==> src/rtl/rbg_pkg.sv <==
package rbg_pkg;

  // number of register addresses checked per cycle: two operands, one result
  localparam int NUM_PORTS = 3;

  // strobes passed from control to datapath
  typedef struct packed {
    logic protLoad;   // capture a new protect mask this edge
    logic chkEnable;  // accesses this cycle are subject to checking
  } strobes_t;

endpackage

==> src/rtl/rbg_ctrl.sv <==
module rbg_ctrl (
  input  logic              userMode,
  input  logic              protWrEn,
  output rbg_pkg::strobes_t strobes
);

  // Only privileged code may change the mask; only User code is checked.
  always_comb begin
    strobes.protLoad  = protWrEn & ~userMode;
    strobes.chkEnable = userMode;
  end

endmodule

==> src/rtl/rbg_bank_decode.sv <==
module rbg_bank_decode #(
  parameter int ADDR_W     = 8,
  parameter int REG_BASE   = 64,
  parameter int BANK_SHIFT = 4,
  parameter int PROT_W     = 16
) (
  input  logic [ADDR_W-1:0] addr,
  input  logic              valid,
  output logic [PROT_W-1:0] bankHot
);

  localparam int BANK_SIZE = 1 << BANK_SHIFT;
  localparam int NUM_BANKS = ((1 << ADDR_W) - REG_BASE) / BANK_SIZE;

  // one comparator pair per bank; banks that cannot exist stay zero
  for (genvar k = 0; k < PROT_W; k++) begin : g_bank
    if (k < NUM_BANKS) begin : g_live
      localparam int LO = REG_BASE + k * BANK_SIZE;
      localparam int HI = LO + BANK_SIZE - 1;
      assign bankHot[k] = valid
                          && (addr >= ADDR_W'(LO))
                          && (addr <= ADDR_W'(HI));
    end else begin : g_none
      assign bankHot[k] = 1'b0;
    end
  end

endmodule

==> src/rtl/rbg_datapath.sv <==
module rbg_datapath #(
  parameter int ADDR_W     = 8,
  parameter int REG_BASE   = 64,
  parameter int BANK_SHIFT = 4,
  parameter int PROT_W     = 16,
  localparam int IDX_W     = $clog2(PROT_W)
) (
  input  logic                                    clk,
  input  logic                                    rstN,
  input  rbg_pkg::strobes_t                       strobes,
  input  logic [rbg_pkg::NUM_PORTS-1:0][ADDR_W-1:0] addrs,
  input  logic [rbg_pkg::NUM_PORTS-1:0]           valids,
  input  logic [PROT_W-1:0]                       protWrData,
  output logic                                    violation,
  output logic [IDX_W-1:0]                        violBank
);

  localparam int NP        = rbg_pkg::NUM_PORTS;
  localparam int NUM_BANKS = ((1 << ADDR_W) - REG_BASE) >> BANK_SHIFT;

  logic [PROT_W-1:0]         protReg;
  logic [NP-1:0][PROT_W-1:0] portHot;
  logic [PROT_W-1:0]         anyHot;
  logic [PROT_W-1:0]         guardedHot;
  logic [IDX_W-1:0]          firstIdx;
  logic                      found;

  // protect mask register
  always_ff @(posedge clk or negedge rstN) begin
    if (!rstN)                 protReg <= '0;
    else if (strobes.protLoad) protReg <= protWrData;
  end

  // per-port bank decode
  for (genvar p = 0; p < NP; p++) begin : g_port
    rbg_bank_decode #(
      .ADDR_W    (ADDR_W),
      .REG_BASE  (REG_BASE),
      .BANK_SHIFT(BANK_SHIFT),
      .PROT_W    (PROT_W)
    ) u_dec (
      .addr   (addrs[p]),
      .valid  (valids[p]),
      .bankHot(portHot[p])
    );
  end

  always_comb begin
    anyHot = '0;
    for (int p = 0; p < NP; p++) anyHot |= portHot[p];
    guardedHot = strobes.chkEnable ? (anyHot & protReg) : '0;
  end

  // lowest-numbered guarded bank wins
  always_comb begin
    firstIdx = '0;
    for (int k = PROT_W - 1; k >= 0; k--) begin
      if (guardedHot[k]) firstIdx = IDX_W'(k);
    end
    found = |guardedHot;
  end

  always_ff @(posedge clk or negedge rstN) begin
    if (!rstN) begin
      violation <= 1'b0;
      violBank  <= '0;
    end else begin
      violation <= found;
      violBank  <= found ? firstIdx : '0;
    end
  end

  // ---------------- assertions ----------------
  logic lowOnly;
  always_comb begin
    lowOnly = 1'b1;
    for (int p = 0; p < NP; p++) begin
      if (valids[p] && (addrs[p] >= ADDR_W'(REG_BASE))) lowOnly = 1'b0;
    end
  end


  a_r3_super_never_flags: assert property (@(posedge clk) disable iff (!rstN)
    !strobes.chkEnable |=> !violation);


  a_r4_low_regs_clean: assert property (@(posedge clk) disable iff (!rstN)
    lowOnly |=> !violation);


  a_r8_mask_holds: assert property (@(posedge clk) disable iff (!rstN)
    !strobes.protLoad |=> $stable(protReg));


  a_r10_quiet_bank_zero: assert property (@(posedge clk) disable iff (!rstN)
    !violation |-> (violBank == '0));


  a_r2_bank_exists: assert property (@(posedge clk) disable iff (!rstN)
    violation |-> (int'(violBank) < NUM_BANKS));

endmodule

==> src/rtl/rbank_guard.sv <==
module rbank_guard #(
  parameter int ADDR_W     = 8,
  parameter int REG_BASE   = 64,
  parameter int BANK_SHIFT = 4,
  parameter int PROT_W     = 16,
  localparam int IDX_W     = $clog2(PROT_W)
) (
  input  logic              clk,
  input  logic              rstN,
  input  logic              userMode,
  input  logic [ADDR_W-1:0] srcAAddr,
  input  logic              srcAValid,
  input  logic [ADDR_W-1:0] srcBAddr,
  input  logic              srcBValid,
  input  logic [ADDR_W-1:0] dstAddr,
  input  logic              dstValid,
  input  logic              protWrEn,
  input  logic [PROT_W-1:0] protWrData,
  output logic              violation,
  output logic [IDX_W-1:0]  violBank
);

  rbg_pkg::strobes_t strobes;
  logic [rbg_pkg::NUM_PORTS-1:0][ADDR_W-1:0] addrs;
  logic [rbg_pkg::NUM_PORTS-1:0]             valids;

  assign addrs  = {dstAddr, srcBAddr, srcAAddr};
  assign valids = {dstValid, srcBValid, srcAValid};

  rbg_ctrl u_ctrl (
    .userMode(userMode),
    .protWrEn(protWrEn),
    .strobes (strobes)
  );

  rbg_datapath #(
    .ADDR_W    (ADDR_W),
    .REG_BASE  (REG_BASE),
    .BANK_SHIFT(BANK_SHIFT),
    .PROT_W    (PROT_W)
  ) u_dp (
    .clk       (clk),
    .rstN      (rstN),
    .strobes   (strobes),
    .addrs     (addrs),
    .valids    (valids),
    .protWrData(protWrData),
    .violation (violation),
    .violBank  (violBank)
  );

endmodule

==> config.mk <==
export PLATFORM = sky130hd
export DESIGN_NAME = rbank_guard
export DESIGN_NICKNAME = d
export VERILOG_FILES = /design/src/rtl/rbg_pkg.sv /design/src/rtl/rbg_ctrl.sv /design/src/rtl/rbg_bank_decode.sv /design/src/rtl/rbg_datapath.sv /design/src/rtl/rbank_guard.sv
export SDC_FILE = /design/constraint.sdc
export NUM_CORES = 1
export LEC_CHECK = 0
export BUFFER_PORTS_ARGS = -buffer_cell sky130_fd_sc_hd__buf_4
export CAP_MARGIN = 15
export CORE_MARGIN = 5
export CORE_UTILIZATION = 47
export CTS_BUF_LIST = sky130_fd_sc_hd__clkbuf_4 sky130_fd_sc_hd__clkbuf_8 sky130_fd_sc_hd__clkbuf_16
export DETAILED_ROUTE_END_ITERATION = 12
export GPL_ROUTABILITY_DRIVEN = 0
export GPL_TIMING_DRIVEN = 0
export HOLD_SLACK_MARGIN = 0.06
export PLACE_DENSITY = 0.76
export SKIP_LAST_GASP = 1
export SLEW_MARGIN = 20
export SYNTH_ARGS = -nofsm -noshare
export SYNTH_HDL_FRONTEND = slang
export SYNTH_SLANG_ARGS = --single-unit
==> constraint.sdc <==
create_clock -name clk -period 1.95 [get_ports clk]
set_input_delay 0.0975 -clock clk [delete_from_list [all_inputs] [get_ports clk]]
set_output_delay 0.0975 -clock clk [all_outputs]
set_load 0.01 [all_outputs]
# ---- Word-level counts from Yosys, hierarchy flattened
# Cells that the tools add are included.
# Widths: inputs -> output; s select.
dict set report totals {
  reg_bits 21
  inputBits 47
  out_inout_bits 5
}
dict set report classes {
  order_cmp 72
  muxes 18
  bitwise 5
  reduce_logical 73
}
# op n
set ops {}
lappend ops {{$ge 8x8->1 const B} 24}
lappend ops {{$le 8x8->1 const B} 24}
lappend ops {{$ge 8x7->1 const B} 12}
lappend ops {{$le 8x7->1 const B} 12}
lappend ops {{$logic_and 1x1->1} 72}
lappend ops {{$mux 4} 17}
lappend ops {{$and 16x16->16} 1}
lappend ops {{$mux 16} 1}
lappend ops {{$or 16x12->16} 1}
lappend ops {{$reduce_or 16->1} 1}
lappend ops {{$or 12x12->12} 1}
lappend ops {{$and 1x1->1} 1}
lappend ops {{$not 1->1} 1}

# ---- Logic depth before layout (Yosys ltp)
dict set report logic_depth {
  word_depth 24
  ltp_mapped 8
  depth_no_buf 7
}

# ---- By module
# A second synthesis with hierarchy kept.
dict set report unflattened {
  cells_unflattened 161
  hier_area_um2 1664.1
}
# mod instances cells_per_inst area_per_inst_um2 seq_area_each_um2
set modules_own_cells {}
lappend modules_own_cells {rbg_datapath 1 87 1267.5 525.5}
lappend modules_own_cells {rbg_bank_decode 3 24 125.1 0.0}
lappend modules_own_cells {rbg_ctrl 1 2 21.3 0.0}

# ---- Worst setup path before layout
# No wires, ideal clock.
dict set report synth_path {
  path_type {reg-to-reg}
  from {register u_dp.protReg[11]}
  to {register u_dp.violBank[0]}
  t_arrival_ns 1.428
  setup_slack_ns 0.436
  stages_incl_launch_ff 8
  cell_sequence {dfrtp_1 -> nand2_1 -> or3_1 -> o311a_1 -> nand2b_1 -> a31oi_1 -> o31ai_1 -> a211oi_2}
}
dict set report synth_between {
  elab_chain_cells 15
}
# item line_no
set synth_rtl {}
lappend synth_rtl {{start, declared} rbg_datapath.sv:21} ;# logic [PROT_W-1:0] protReg;
lappend synth_rtl {{start signal, assigned} rbg_datapath.sv:31} ;# else if (strobes.protLoad) protReg <= protWrData;
lappend synth_rtl {{$and 16x16->16 *} rbg_datapath.sv:51} ;# guardedHot = strobes.chkEnable ? (anyHot & protReg) : '0;
lappend synth_rtl {{$mux 16 *} rbg_datapath.sv:51}
lappend synth_rtl {{$mux 4 (12 in series)} rbg_datapath.sv:58} ;# if (guardedHot[k]) firstIdx = IDX_W'(k);
lappend synth_rtl {{$mux 4 *} rbg_datapath.sv:69} ;# violBank <= found ? firstIdx : '0;
lappend synth_rtl {{end signal, assigned} rbg_datapath.sv:69}
lappend synth_rtl {{end, declared} rbg_datapath.sv:15} ;# output logic [IDX_W-1:0] violBank
# Every way passes the cells marked *; elsewhere a longest branch is shown, timed or not.
# A chain may end at the register's enable or synchronous reset.

# ---- Final worst setup path
# Same ends and word-level chain as after synthesis.

==> results.json <==
{
  "holdCritPathClass": "primary input to asynchronous set/reset pin",
  "htree_num_levels": 1,
  "final_nets": 219,
  "initial_core_util": 0.483,
  "io_buffers": 35,
  "drc": 0,
  "grt_start_max_net_pins": 18,
  "globalRouteTotalUtil": 0.211,
  "drtPass1Iterations": 4,
  "syn_nets": 166,
  "r2r-start": "u_dp.protReg[11]",
  "cap_violations": 0,
  "first_global_vias": 1191,
  "ys.flop_type": "dfrtp_1",
  "ys_warn_count": 0,
  "setup_viol": 0,
  "final-max-slew-violation-count": 0,
  "fmax_mhz": 591,
  "cts-root-buf": "clkbuf_4",
  "peakVddDrop_mv": 0.411,
  "cts_tree": "yes",
  "crit_path_max_incr_delay_ps": 380,
  "netlist_area_um2": 1170,
  "finalSetupTns_ps": 0,
  "via_per_inst": 6.13,
  "wire_per_inst_um": 16.5,
  "drt_iter0_drc": 79,
  "end_kind": "register",
  "cp_slowest_cell": "dfrtp_1",
  "diodes": 0,
  "worstPathMaxFanout": 3,
  "startpoint": "u_dp.protReg[11]",
  "clkTransAtPathRegs_ps": 100,
  "slew_headroom": 0.745,
  "area_growth_syn_to_layout_pct": 39.0,
  "synthTopCellsByArea": "dfrtp_1 36%, mux2_2 11%, nand2_1 3.2%, nand2b_1 3.2%, nand3b_1 3.2%",
  "fin_skew_ps": 1.41,
  "cts_sinks": 17,
  "yosysSeqAreaShare": 0.362,
  "cts_max_path_buffers": 2,
  "grt_pass1_wl_mm": 5.66,
  "min_period_ps": 1690,
  "hpwl_mm": 2.54,
  "synthArstFlopShare": 1.00,
  "crit_path_start_kind": "register",
  "hold_viol_final": 0,
  "fin_area_um2": 1630,
  "cts_buffers": 3,
  "synth-seq-cells": 17,
  "postPlaceCellArea_um2": 1470,
  "synth_top_cell_area_share": 0.362,
  "wirelength_mm": 3.32,
  "ios": 52,
  "status": "finished, final reports clean",
  "post_cts_buffers": 0,
  "rows": 18,
  "overflow": 0,
  "worstMarginPinSlew_ps": 382,
  "finalCritPeriodShare": 0.867,
  "setup.worst_path.class": "register to register",
  "synth_edf_count": 0,
  "crit_chain": "nand2_1 -> or3_1 -> o311a_1 -> nand2b_1 -> a31oi_1 -> o31ai_1 -> a211oi_2",
  "cp.arrival_ps": 1910,
  "critPathBufInv": 0,
  "ant_nets": 0,
  "fp.coreArea_um2": 2430,
  "power.density_nw_per_um2": 530,
  "rsz0062_at_grt": "false",
  "critPathTopFamily": "compound AO/OA/AOI/OAI gates",
  "avgSynthCellArea_um2": 9.86,
  "die_y_um": 60.0,
  "required_ps": 2170,
  "synth_cell_type_count": 42,
  "yosys.area.top_type": "dfrtp_1",
  "drive_gt1_frac": 0.333,
  "p_leak_uw": 0.000735,
  "clk_latency_ps": 290,
  "antenna_found_initial": 0,
  "syn_inst": 119,
  "die-area_um2": 3600,
  "cts_resized": 0,
  "num_vias": 1232,
  "die_w_um": 60.0
}
## timing repair
item | in CTS | in global routing
hold endpoints to repair | 29 | 0
setup endpoints to repair | 0 | 0
hold buffers | 13 | 0
## flip-flops by register name, summed over array words and instances (netlist names)
name,count
u_dp.violBank,4
u_dp.protReg,12
u_dp.violation,1
## metal layers
metal	track usage	up-vias	wire, um
met5	0	-	0
met4	0.0854	0	76
met3	0.0389	14	258
met2	0.343	69	1610
met1	0.276	577	1370
li1	-	572	-
## power by group
group | internal (uW) | total (uW) | switching (uW) | leakage (uW)
Clock | 76.4 | 193 | 116 | 0.0000177
Combinational | 137 | 241 | 104 | 0.000508
Sequential | 399 | 431 | 32.1 | 0.000209
Total | 612 | 865 | 252 | 0.000735
## cell usage in the layout, fill, tap and decap left out, drive strengths merged, types with 2 or more instances in the layout
cell          n
and2          2
nand2b        6
nand3         2
clkbuf        3
dfrtp        17
nand4         2
and4b         4
nand4b        2
o32ai         3
nand3b        5
mux2         11
nor2b         5
and3          5
dlygate4sd3  13
a31oi         5
nand2        10
o22ai         4
a21oi         4
o21ai         3
inv           2
a32o          2
and4          2
nor3b         2
or3           2
buf          38
o311a         2
## cell usage after synthesis (all sizes together) (2+ instances only)
library cell  count
a32o              2
and4              2
nand2            10
nand4b            2
a21oi             4
nand3             2
nand4             2
and3              5
o21ai             3
a31oi             5
or3               2
o32ai             3
and4b             4
o22ai             4
buf               3
o311a             2
nand3b            5
inv               2
mux2             11
and2              2
dfrtp            17
nor2b             5
nor3b             2
nand2b            6
## cell type report
class / count / area [um2]
tap: 30 / 37.5
clock buffer: 3 / 22.5
buffer: 3 / 21.3
multi-input combinational: 97 / 719
sequential: 17 / 425
inverter: 2 / 7.51
fill: 209 / 801
clock inverter: 1 / 5.00
timing repair buffer: 48 / 393
## cells by family (layout without fill, tap and decap cells)
logic type | Yosys count | after routing | share of synthesized area
DFF | 17 | 17 | 0.362
muxes | 11 | 11 | 0.106
buffers and inverters | 5 | 57 | 0.0245
AOI/OAI and AO/OA | 33 | 33 | 0.211
and+or+nand+nor | 53 | 53 | 0.296
## worst paths after layout
| kind | endpoint | slack (ps) | depth (start not counted) |
|---|---|---|---|
| max | u_dp.violBank[0] | 260 | 7 |
| max in group asynchronous | u_dp.protReg[10] | 1540 | 2 |
| max reg2reg | u_dp.violBank[0] | 260 | 7 |
| min in group clk | u_dp.violBank[0] | 320 | 4 |
| min | u_dp.protReg[3] | 210 | 2 |
| min reg2reg | u_dp.protReg[6] | 540 | 1 |
## metrics by stage
step,hold slack (ps),util,setup WS [ps],std cells,power (uW)
after floorplan,-198,-,436,119,540
after global placement,-30.9,0.606,202,184,644
after detailed placement,-23.5,0.606,184,184,656
after CTS,186,0.671,261,201,872
after global routing,230,0.671,139,201,922
final,214,0.671,259,201,865
Power figures use the tool's default switching activity.
